### src/rtl/xirq_pkg.sv
package xirq_pkg;

  localparam int GRP       = 4;
  localparam int FLD_CLR   = 0;
  localparam int FLD_SENSE = 4;
  localparam int FLD_BOTH  = 8;
  localparam int FLD_LEVEL = 12;
  localparam int FLD_MASK  = 16;

  typedef struct packed {
    logic level;
    logic sense;
    logic both;
    logic mask;
  } line_cfg_t;

  localparam line_cfg_t CFG_RESET = '{level: 1'b1, sense: 1'b0, both: 1'b0, mask: 1'b0};

  typedef enum logic [2:0] {
    TRIG_LVL_HI,
    TRIG_LVL_LO,
    TRIG_RISE,
    TRIG_FALL,
    TRIG_BOTH
  } trig_e;

  function automatic trig_e decode_trig(line_cfg_t c);
    if (c.level) return c.sense ? TRIG_LVL_HI : TRIG_LVL_LO;
    if (c.both)  return TRIG_BOTH;
    return c.sense ? TRIG_RISE : TRIG_FALL;
  endfunction

  function automatic logic edge_seen(trig_e m, logic cur, logic prev);
    case (m)
      TRIG_RISE: return cur & ~prev;
      TRIG_FALL: return ~cur & prev;
      TRIG_BOTH: return cur ^ prev;
      default:   return 1'b0;
    endcase
  endfunction

  function automatic logic level_seen(trig_e m, logic cur);
    case (m)
      TRIG_LVL_HI: return cur;
      TRIG_LVL_LO: return ~cur;
      default:     return 1'b0;
    endcase
  endfunction

endpackage

### src/rtl/xirq_sync.sv
module xirq_sync #(
  parameter int W      = 6,
  parameter int STAGES = 2
) (
  input  logic         clk,
  input  logic         rst_n,
  input  logic [W-1:0] d_i,
  output logic [W-1:0] q_o
);

  logic [STAGES-1:0][W-1:0] pipe_q;

  always_ff @(posedge clk or negedge rst_n) begin
    if (!rst_n) pipe_q[0] <= '0;
    else        pipe_q[0] <= d_i;
  end

  for (genvar s = 1; s < STAGES; s++) begin : g_stage
    always_ff @(posedge clk or negedge rst_n) begin
      if (!rst_n) pipe_q[s] <= '0;
      else        pipe_q[s] <= pipe_q[s-1];
    end
  end

  assign q_o = pipe_q[STAGES-1];

endmodule

### src/rtl/xirq_line.sv
module xirq_line
  import xirq_pkg::*;
(
  input  logic      clk,
  input  logic      rst_n,
  input  logic      pin_s_i,
  input  line_cfg_t cfg_i,
  input  logic      clr_i,
  output logic      active_o,
  output logic      edge_evt_o,
  output logic      latch_o
);

  logic  prev_q;
  logic  latch_q;
  logic  latch_d;
  logic  edge_mode;
  trig_e trig;

  assign trig       = decode_trig(cfg_i);
  assign edge_mode  = ~cfg_i.level;
  assign edge_evt_o = edge_mode & edge_seen(trig, pin_s_i, prev_q);

  always_comb begin
    latch_d = latch_q;
    if (!edge_mode)      latch_d = 1'b0;
    else if (edge_evt_o) latch_d = 1'b1;
    else if (clr_i)      latch_d = 1'b0;
  end

  always_ff @(posedge clk or negedge rst_n) begin
    if (!rst_n) begin
      prev_q  <= 1'b0;
      latch_q <= 1'b0;
    end else begin
      prev_q  <= pin_s_i;
      latch_q <= latch_d;
    end
  end

  assign latch_o  = latch_q;
  assign active_o = edge_mode ? latch_q : level_seen(trig, pin_s_i);

  // a qualifying edge sets the latch
  p_edge_sets_r4: assert property (@(posedge clk) disable iff (!rst_n)
    edge_evt_o |=> latch_q);
  // an edge in the same cycle as a clear still leaves the latch set
  p_edge_beats_clear_r9: assert property (@(posedge clk) disable iff (!rst_n)
    (edge_evt_o && clr_i) |=> latch_q);
  // a clear with no new edge drops the latch
  p_clear_drops_r8: assert property (@(posedge clk) disable iff (!rst_n)
    (edge_mode && clr_i && !edge_evt_o) |=> !latch_q);
  // a latched edge holds until cleared
  p_latch_holds_r4: assert property (@(posedge clk) disable iff (!rst_n)
    (edge_mode && latch_q && !clr_i) |=> latch_q);
  // level modes never leave a latched request behind
  p_level_no_latch_r2: assert property (@(posedge clk) disable iff (!rst_n)
    !edge_mode |=> !latch_q);

endmodule

### src/rtl/xirq_regs.sv
module xirq_regs
  import xirq_pkg::*;
#(
  parameter int NUM_LINES = 6,
  parameter int ADDR_W    = 2
) (
  input  logic                           clk,
  input  logic                           rst_n,
  input  logic [ADDR_W-1:0]              addr_i,
  input  logic                           wr_i,
  input  logic [31:0]                    wdata_i,
  input  logic                           rd_i,
  output logic [31:0]                    rdata_o,
  output line_cfg_t [NUM_LINES-1:0]      cfg_o,
  output logic [NUM_LINES-1:0]           clr_o
);

  localparam int NUM_REGS = (NUM_LINES + GRP - 1) / GRP;

  logic [31:0] rd_next;
  logic        addr_valid;

  for (genvar i = 0; i < NUM_LINES; i++) begin : g_line
    localparam int WORD = i / GRP;
    localparam int POS  = i % GRP;
    logic sel;
    assign sel      = (addr_i == ADDR_W'(WORD));
    assign clr_o[i] = wr_i & sel & wdata_i[FLD_CLR + POS];

    always_ff @(posedge clk or negedge rst_n) begin
      if (!rst_n) begin
        cfg_o[i] <= CFG_RESET;
      end else if (wr_i && sel) begin
        cfg_o[i].sense <= wdata_i[FLD_SENSE + POS];
        cfg_o[i].both  <= wdata_i[FLD_BOTH  + POS];
        cfg_o[i].level <= wdata_i[FLD_LEVEL + POS];
        cfg_o[i].mask  <= wdata_i[FLD_MASK  + POS];
      end
    end
  end

  assign addr_valid = (int'(addr_i) < NUM_REGS);

  always_comb begin
    rd_next = '0;
    for (int i = 0; i < NUM_LINES; i++) begin
      if (addr_valid && addr_i == ADDR_W'(i / GRP)) begin
        rd_next[FLD_SENSE + i % GRP] = cfg_o[i].sense;
        rd_next[FLD_BOTH  + i % GRP] = cfg_o[i].both;
        rd_next[FLD_LEVEL + i % GRP] = cfg_o[i].level;
        rd_next[FLD_MASK  + i % GRP] = cfg_o[i].mask;
      end
    end
  end

  always_ff @(posedge clk or negedge rst_n) begin
    if (!rst_n)    rdata_o <= '0;
    else if (rd_i) rdata_o <= rd_next;
  end

  // clear bits read back as zero
  p_clear_reads_zero_r10: assert property (@(posedge clk) disable iff (!rst_n)
    rd_i |=> (rdata_o[FLD_CLR +: GRP] == '0));
  // read data changes only after a read strobe
  p_rdata_holds_r10: assert property (@(posedge clk) disable iff (!rst_n)
    !rd_i |=> $stable(rdata_o));

endmodule

### src/rtl/xirq_unit.sv
module xirq_unit
  import xirq_pkg::*;
#(
  parameter int NUM_LINES   = 6,
  parameter int ADDR_W      = 2,
  parameter int SYNC_STAGES = 2
) (
  input  logic                 clk,
  input  logic                 rst_n,
  input  logic [NUM_LINES-1:0] pin_i,
  input  logic [ADDR_W-1:0]    bus_addr_i,
  input  logic                 bus_wr_i,
  input  logic [31:0]          bus_wdata_i,
  input  logic                 bus_rd_i,
  output logic [31:0]          bus_rdata_o,
  output logic [NUM_LINES-1:0] irq_o
);

  line_cfg_t [NUM_LINES-1:0] cfg;
  logic [NUM_LINES-1:0]      clr;
  logic [NUM_LINES-1:0]      pin_s;
  logic [NUM_LINES-1:0]      active;
  logic [NUM_LINES-1:0]      edge_evt;
  logic [NUM_LINES-1:0]      latch;

  xirq_sync #(.W(NUM_LINES), .STAGES(SYNC_STAGES)) u_sync (
    .clk   (clk),
    .rst_n (rst_n),
    .d_i   (pin_i),
    .q_o   (pin_s)
  );

  xirq_regs #(.NUM_LINES(NUM_LINES), .ADDR_W(ADDR_W)) u_regs (
    .clk     (clk),
    .rst_n   (rst_n),
    .addr_i  (bus_addr_i),
    .wr_i    (bus_wr_i),
    .wdata_i (bus_wdata_i),
    .rd_i    (bus_rd_i),
    .rdata_o (bus_rdata_o),
    .cfg_o   (cfg),
    .clr_o   (clr)
  );

  for (genvar i = 0; i < NUM_LINES; i++) begin : g_line
    xirq_line u_line (
      .clk        (clk),
      .rst_n      (rst_n),
      .pin_s_i    (pin_s[i]),
      .cfg_i      (cfg[i]),
      .clr_i      (clr[i]),
      .active_o   (active[i]),
      .edge_evt_o (edge_evt[i]),
      .latch_o    (latch[i])
    );
    assign irq_o[i] = active[i] & cfg[i].mask;

    // a latched edge on a disabled line is kept
    p_masked_kept_r7: assert property (@(posedge clk) disable iff (!rst_n)
      (!cfg[i].mask && latch[i] && !clr[i] && !cfg[i].level && !bus_wr_i) |=> latch[i]);
  end

endmodule

### config.mk
export PLATFORM = sky130hd
export DESIGN_NAME = xirq_unit
export DESIGN_NICKNAME = d
export VERILOG_FILES = /design/src/rtl/xirq_pkg.sv /design/src/rtl/xirq_sync.sv /design/src/rtl/xirq_line.sv /design/src/rtl/xirq_regs.sv /design/src/rtl/xirq_unit.sv
export SDC_FILE = /design/constraint.sdc
export NUM_CORES = 1
export LEC_CHECK = 0
export ABC_AREA = 1
export BUFFER_PORTS_ARGS = -buffer_cell sky130_fd_sc_hd__buf_4
export CORE_MARGIN = 5
export CORE_UTILIZATION = 57
export CTS_CLUSTER_SIZE = 25
export DETAILED_ROUTE_END_ITERATION = 8
export MAX_ROUTING_LAYER = met4
export PLACE_DENSITY = 0.9
export SYNTH_ARGS = -nofsm -noshare
export SYNTH_HDL_FRONTEND = slang
export SYNTH_HIERARCHICAL = 1
export SYNTH_SLANG_ARGS = --single-unit
### constraint.sdc
create_clock -name clk -period 1.9 [get_ports clk]
set_clock_uncertainty 0.2 [all_clocks]
set_input_delay 0.19 -clock clk [delete_from_list [all_inputs] [get_ports clk]]
set_output_delay 0.19 -clock clk [all_outputs]
set_load 0.1 [all_outputs]
**Word level (Yosys, flattened, before mapping)**

Cells that the tools add are included.

- Output and inout port bits: 38
- Flip-flop bits (word level): 64
- Word-level logic and storage cells: 252
- Input port bits: 44

- Eq/ne operators: 25
- Muxes and demuxes: 114
- Reductions and logical operators: 17
- Bitwise logic cells: 56
- Order comparisons: 1

Operators by type and width:

| cell | number |
|---|---|
| 2-to-1 mux 1 bit | 78 |
| 2-to-1 mux 3 bit | 24 |
| == test 3 x 2 -> 1 bit, second input constant | 12 |
| bitwise AND 1 bit | 32 |
| == test 3 x 1 -> 1 bit, second input constant | 6 |
| == test 3 bit, second input constant | 6 |
| zero test 3 bit | 6 |
| NOT 1 bit | 18 |
| case mux 1 bit (3 select lines) | 6 |
| nonzero test 3 bit | 6 |
| case mux 1 bit (2 select lines) | 6 |
| XOR 1 bit | 6 |
| logical AND 1 bit | 4 |
| == test 2 x 1 -> 1 bit, second input constant | 1 |
| zero test 2 bit | 1 |
| < comparator 2 bit, second input constant | 1 |

**Logic depth before layout (Yosys ltp)**

Gate-level depths: netlist of the first run.

- Depth in word-level cells: 10
- Gate-level depth with buffers: 7
- Mapped depth without buffers: 6

**Modules after synthesis**

Netlist of the first run, hierarchy kept.

By module, submodules not included:

| module | area each (um^2) | times used | cells each |
|---|---|---|---|
| xirq_regs | 1930.6 | 1 | 218 |
| xirq_line | 147.6 | 6 | 21 |
| xirq_sync | 345.3 | 1 | 18 |
| xirq_unit | 45.0 | 1 | 12 |

**Worst setup path before layout of the first run**

Ideal clock, no wire load.

- Path type: register -> output
- From: register u_regs/cfg_o[11] (netlist name)
- To: output port irq_o[2]
- Data arrival time: 1.330 ns
- Path buffers: 0
- Data required time: 1.510 ns
- Path slack: 0.180 ns
- Cell stages (with the launch flop): 5
- Path through: dfstp_2 -> nand3_1 -> nand3_1 -> nand2_1 -> inv_1

- Word-level cells in the longest chain between the ends: 6

Ends and longest elaborated chain:

| what | RTL line | text |
|---|---|---|
| start: declaration | xirq_regs.sv:14 | `output line_cfg_t [NUM_LINES-1:0] cfg_o,` |
| 2-to-1 mux 1 bit | xirq_pkg.sv:28 | `if (c.level) return c.sense ? TRIG_LVL_HI : TRIG_LVL_LO;` |
| 2-to-1 mux 3 bit | xirq_pkg.sv:29 | `if (c.both) return TRIG_BOTH;` |
| == test 3 x 1 -> 1 bit / zero test 3 bit (equally long branches) | xirq_pkg.sv:43 | `case (m)` |
| case mux 1 bit (2 select lines) | xirq_pkg.sv:43 |  |
| 2-to-1 mux 1 bit * | xirq_line.sv:42 | `assign active_o = edge_mode ? latch_q : level_seen(trig, pin_s_i);` |
| via active[2] | xirq_unit.sv:22 | `logic [NUM_LINES-1:0] active;` |
| bitwise AND 1 bit * | xirq_unit.sv:56 | `assign irq_o[i] = active[i] & cfg[i].mask;` |
| end: declaration | xirq_unit.sv:16 | `output logic [NUM_LINES-1:0] irq_o` |

The timed path passes the listed nets; every way through them passes the cells marked *.

**Final worst setup path of the first run**

- From: register u_regs/cfg_o[3] (netlist name)
- To: output port irq_o[0]

The elaborated chain is that of the path after synthesis.

==> qor.yml, run 1 <==
run_status:
  outcome: "finished with violations"
  violations: "hold timing"
floorplanning:
  fp.dieW_um: 84.74
  placementRows: 27
  ios: 82
  initial_core_util_pct: 58.18
  die_area_mm2: 0.007181
  die_h_um: 84.74
  core_area_mm2: 0.005473
synthesis:
  mappedNetlistArea_mm2: 0.003184
  yosys_warnings: 6
  netlist_instances: 368
  syn_area_per_cell_um2: 8.653
global_routing:
  grt_usage_pct: 20.86
  grt_start_max_net_pins: 44
  antenna_found_initial: 0
  grt_pass1_vias: 2497
  grt_pass1_wl_um: 11470
  grt_overflow_total: 0
clock_tree:
  clk_latency_ns: 0.34
  cts_inserted_buffers: 9
  clock_sinks: 64
  clock_path_buffers: 2
  htreeDepth: 3
  clkTransAtPathRegs_ns: 0.08
  cts_tree: "built"
  clock-root-buffer: "clkbuf_8"
placed_design:
  gp_congestion: 0.7999
  portBuffers: 53
  dpl.hpwl_um: 4532
worst_setup_path:
  setup.worst_path.start_class: "flip-flop"
  critPathMaxFanout: 6
  cp-end-kind: "output port"
  critPathRequiredTime_ns: 1.51
  crit_type: "reg2out"
  cp.arrival_ns: 1.50
power:
  power.leakage_nw: 2.233
  total_power_mw: 4.169
  powerDensity_mw_per_mm2: 1022
  irDropWorstVdd_v: 0.0006205
sta:
  finalHoldViolCount: 1
  finalCriticalPeriod_ns: 1.888
  finalSetupViolCount: 0
  maxSlewViolCount: 0
  period_share_pct: 99.36
  hold_ws_ns: -0.003865
  final.setup.tns_ns: 0
  fmax_ghz: 0.5297
drt:
  wire_per_inst_um: 13.74
  ant_nets: 0
  avgViaCountPerCell: 5.017
  postRouteWirelength_um: 7229
  dr.pass1.iters: 4
  drc_errors: 0
  via_count: 2639
  dr.first_iter.drc_count: 184
final_layout:
  diodes: 0
  layout-drive-gt1-share_pct: 22.91
  area_growth_pct: 28.13
  final_net_count: 505
hold_path:
  min_path_type: "in2reg"
job:
  maxCapViolCount: 0
flip-flops by register name, indices dropped and copies added, names as in the netlist:
name / cells
g_line.u_line/latch_o: 6
u_regs/rdata_o: 16
g_line.u_line/prev_q: 6
u_sync/pipe_q: 6
u_sync/q_o: 6
u_regs/cfg_o: 24
report_power, final:
group / leakage [nW] / switching [mW] / internal (mW)
clock: 0.0916 / 0.556 / 0.605
combinational: 1.36 / 0.916 / 0.385
sequential: 0.783 / 0.152 / 1.56
timing repair:
action	in CTS	in global routing
hold endpoints to repair	102	0
buffers inserted	0	3
gates resized for setup	2	15
setup endpoints to repair	2	6
cloned	0	0
hold buffers	29	0
final timing paths:
kind	startpoint	endpoint	slack, ns	depth (start not counted)
worst min register to register	u_sync/pipe_q[2]	u_sync/q_o[2]	0.14	0
max in group asynchronous	rst_n	u_regs/cfg_o[19]	0.86	3
worst max register to register	u_sync/q_o[0]	g_line[0].u_line/latch_o	0.51	5
worst min-delay path	bus_wr_i	u_regs/cfg_o[12]	-0.004	3
worst max-delay path	u_regs/cfg_o[3]	irq_o[0]	0.01	5
min in group asynchronous	rst_n	u_sync/pipe_q[5]	0.08	2
cell usage in the layout, fill, tap and decap left out:
cell	count
clkbuf_8	9
clkinv_2	2
buf_4	51
o21ai_2	16
buf_6	2
nand3_2	2
conb_1	16
inv_1	48
nand2_2	1
or2_0	6
buf_8	1
clkinvlp_4	3
nor2_1	6
inv_2	2
dfstp_2	6
nor2_8	1
dlygate4sd3_1	29
a21oi_1	6
bufinv_16	1
nand3_4	1
nand2_4	1
inv_6	1
nand3_1	46
buf_12	4
nand2_1	123
dfrtp_1	58
ha_1	12
area by class of cell:
class	count	area [um^2]
Inverter	50	187.7
Sequential cell	64	1609
Clock buffer	9	123.9
Clock inverter	7	71.32
Fill cell	347	1393
Multi-Input combinational cell	237	1207
Timing Repair Buffer	87	790.8
Tap cell	72	90.09
worst max-delay path: stages, from the launching register on:
cell and delay, ns:
dfstp_2 0.60, nand3_1 0.10, nand3_1 0.11, nand2_1 0.06
inv_1 0.10, buf_12 0.18
metal layers:
layer	track usage, %	vias to the layer above	wire (um)
met2	34.02	134	3629
met4	9.496	0	229
li1	-	1260	-
met3	5.103	22	608
met1	24.32	1223	2761
met5	-	-	0
metrics by stage:
| step | instances | worst slack (ns) | instance area [um^2] | util, % | hold WS [ns] |
|---|---|---|---|---|---|
| global route | 526 | -0.03240 | 4080 | 74.55 | 0.003441 |
| CTS | 523 | 0.001730 | 4000 | 73.09 | 0.006355 |
| floorplan | 383 | 0.1797 | 3241 | - | -0.3056 |
| detailed placement | 478 | 0.3441 | 3507 | 64.08 | -0.1030 |
| finish | 526 | 0.01222 | 4080 | 74.55 | -0.003865 |
| global placement | 478 | 0.3902 | 3507 | 64.08 | -0.1076 |
No activity file was read; power rests on OpenSTA's default activity.
==> run 2, diff against run 1 <==
==> constraint.sdc (replaced) <==
create_clock -name clk -period 1.9 [get_ports clk]
set_clock_uncertainty 0.2 [all_clocks]
set_input_delay 0.475 -clock clk [delete_from_list [all_inputs] [get_ports clk]]
set_output_delay 0.475 -clock clk [all_outputs]
set_load 0.1 [all_outputs]
==> qor.yml, run 2 (synthesis results as in run 1) <==
run_status:
  outcome: "finished with violations"  # unchanged
  violations: "setup timing"  # was hold timing
power:
  irDropWorstVdd_v: 0.0006154  # was 0.0006205 V
  power.leakage_nw: 2.186  # was 2.233 nW
  pwr-share-comb_pct: 32.6  # was 31.2%
  power.share.clock_pct: 29.0  # was 27.8%
  powerDensity_mw_per_mm2: 1113  # was 1022 mW/mm^2
  p_int_mw: 2.843  # was 2.545 mW
  pwr-share-seq_pct: 38.4  # was 40.9%
  p_switching_mw: 1.635  # was 1.625 mW
  switching_share_pct: 36.52  # was 38.97%
  total_power_mw: 4.478  # was 4.169 mW
floorplanning:
  die_area_mm2: 0.007181  # unchanged
  ios: 82  # unchanged
  initial_core_util_pct: 58.18  # unchanged
  core_area_mm2: 0.005473  # unchanged
  die_h_um: 84.74  # unchanged
  fp.dieW_um: 84.74  # unchanged
  placementRows: 27  # unchanged
sta:
  finalCriticalPeriod_ns: 2.126  # was 1.888 ns
  finalHoldViolCount: 0  # was 1
  final.setup.tns_ns: -1.247  # was 0 ns
  rsz0062_at_grt: "true"
  worst_slack_ns: -0.2263  # was 0.01222 ns
  maxSlewViolCount: 0  # unchanged
  finalSetupViolCount: 6  # was 0
  fmax_ghz: 0.4703  # was 0.5297 GHz
  period_share_pct: 111.9  # was 99.36%
  hold_ws_ns: 0.04290  # was -0.003865 ns
final_layout:
  regArea_mm2: 0.001609  # unchanged
  top_register: "u_regs/cfg_o"  # unchanged
  largestRegisters: "u_regs/cfg_o x24, u_regs/rdata_o x16"  # unchanged
  area_growth_pct: 26.40  # was 28.13%
  final_net_count: 489  # was 505
  multi_input_comb_area_mm2: 0.001265  # was 0.001207 mm^2
  diodes: 0  # unchanged
  fillers: 393  # was 347
  final_common_cell: "nand2_1"  # unchanged
  final_cell_mix: "112 x nand2_1, 61 x buf_4, 58 x dfrtp_1"  # was 123 x nand2_1, 58 x dfrtp_1, 51 x buf_4
  fin_cells: 509  # was 526
  final_util_pct: 73.55  # was 74.55%
  layout-drive-gt1-share_pct: 32.49  # was 22.91%
  final_area_mm2: 0.004025  # was 0.004080 mm^2
  largest_reg_flops: 24  # unchanged
drt:
  dr.first_iter.drc_count: 164  # was 184
  dr.pass1.iters: 4  # unchanged
  avgViaCountPerCell: 5.053  # was 5.017
  wire_per_inst_um: 13.95  # was 13.74 um
  postRouteWirelength_um: 7101  # was 7229 um
  drc_errors: 0  # unchanged
  via_count: 2572  # was 2,639
  ant_nets: 0  # unchanged
placed_design:
  dp.cells: 482  # was 478
  portBuffers: 53  # unchanged
  gp_congestion: 0.8465  # was 0.7999
  dpl.hpwl_um: 4637  # was 4532 um
  dp_slack_ns: 0.04274  # was 0.3441 ns
  placed_area_mm2: 0.003560  # was 0.003507 mm^2
clock_tree:
  clk_latency_ns: 0.33  # was 0.34 ns
  cts_tree: "built"  # unchanged
  clock_sinks: 64  # unchanged
  cts_inserted_buffers: 9  # unchanged
  clock_path_buffers: 2  # unchanged
  clock-root-buffer: "clkbuf_8"  # unchanged
  htreeDepth: 3  # unchanged
  clkTransAtPathRegs_ns: 0.07  # was 0.08 ns
worst_setup_path:
  cp.arrival_ns: 1.45  # was 1.50 ns
  slowest_stage: "dfstp_2"  # unchanged
  cp_common_cell: "nand2_2"  # was nand3_1
  crit_type: "reg2out"  # unchanged
  setup.worst_path.start_class: "flip-flop"  # unchanged
  max_stage_delay_ns: 0.57  # was 0.60 ns
  cp-end-kind: "output port"  # unchanged
  critical_path.top_delay_family: "flip-flops"  # unchanged
  critPathRequiredTime_ns: 1.22  # was 1.51 ns
  crit_buf_inv: 3  # was 2
  worstPathCellList: "inv_2, nand2_2, nand3_2, nand2_2, clkinvlp_4, buf_12"  # was nand3_1, nand3_1, nand2_1, inv_1, buf_12
  critPathMaxFanout: 4  # was 6
global_routing:
  grt_start_max_net_pins: 32  # was 44
  grt_pass1_vias: 2567  # was 2,497
  grt_pass1_wl_um: 11920  # was 11,470 um
  antenna_found_initial: 0  # unchanged
  grt_usage_pct: 21.82  # was 20.86%
  grt_overflow_total: 0  # unchanged
hold_path:
  min_path_type: "in2reg"  # unchanged
job:
  maxCapViolCount: 0  # unchanged
-- run 2: repair_timing --
| action | in CTS | in global routing |
|---|---|---|
| endpoints found under the hold margin | 18 | 0 |
| setup buffers | 10 | 3 |
| setup endpoints to repair | 6 | 7 |
| hold buffers | 1 | 0 |
| pin swaps | 14 | 4 |
| resized for setup | 40 | 7 |
-- run 2: path summary, 6_finish.rpt --
kind	startpoint	end	slack, ns	cells after the start
max	u_regs/cfg_o[7]	irq_o[1]	-0.23	6
max in group asynchronous	rst_n	u_regs/cfg_o[15]	0.58	3
max reg2reg	u_regs/cfg_o[23]	g_line[5].u_line/latch_o	0.07	11
min reg2reg	u_sync/pipe_q[4]	u_sync/q_o[4]	0.15	0
min	pin_i[2]	u_sync/pipe_q[2]	0.04	1
min in group asynchronous	rst_n	u_sync/pipe_q[5]	0.37	2
-- run 2: worst reg2reg max path, cell delays in order, from the launching register on --
cell,delay (ns)
dfstp_2,0.39
inv_2,0.05
nand2_2,0.06
buf_6,0.12
buf_6,0.10
buf_4,0.12
buf_4,0.12
buf_4,0.12
buf_4,0.12
buf_4,0.11
or2_1,0.23
nand2_1,0.06
-- run 2: power groups by stage --
stage          Clock (mW)  Combinational, mW  Sequential (mW)
2_1_floorplan           0              0.757             1.91
3_3_place_gp            0               1.18             1.70
3_5_place_dp            0               1.21             1.72
4_1_cts              1.31               1.43             1.71
5_1_grt              1.38               1.57             1.74
6_report             1.30               1.46             1.72
-- run 2: layout make-up --
cell class	count	area share (%)
clock buffer	12	3.855
clock inverter	3	1.616
inverter	50	5.222
multi-input combinational	237	31.43
sequential	64	39.98
tap	72	2.238
timing repair buffer	71	15.67
-- run 2: metal layers --
metal | global-route usage [%] | share of wire, % | vias up
li1 | - | - | 1229
met1 | 25.67 | 40 | 1228
met2 | 34.88 | 50 | 95
met3 | 5.397 | 7.1 | 20
met4 | 10.79 | 2.4 | 0
met5 | - | 0 | -
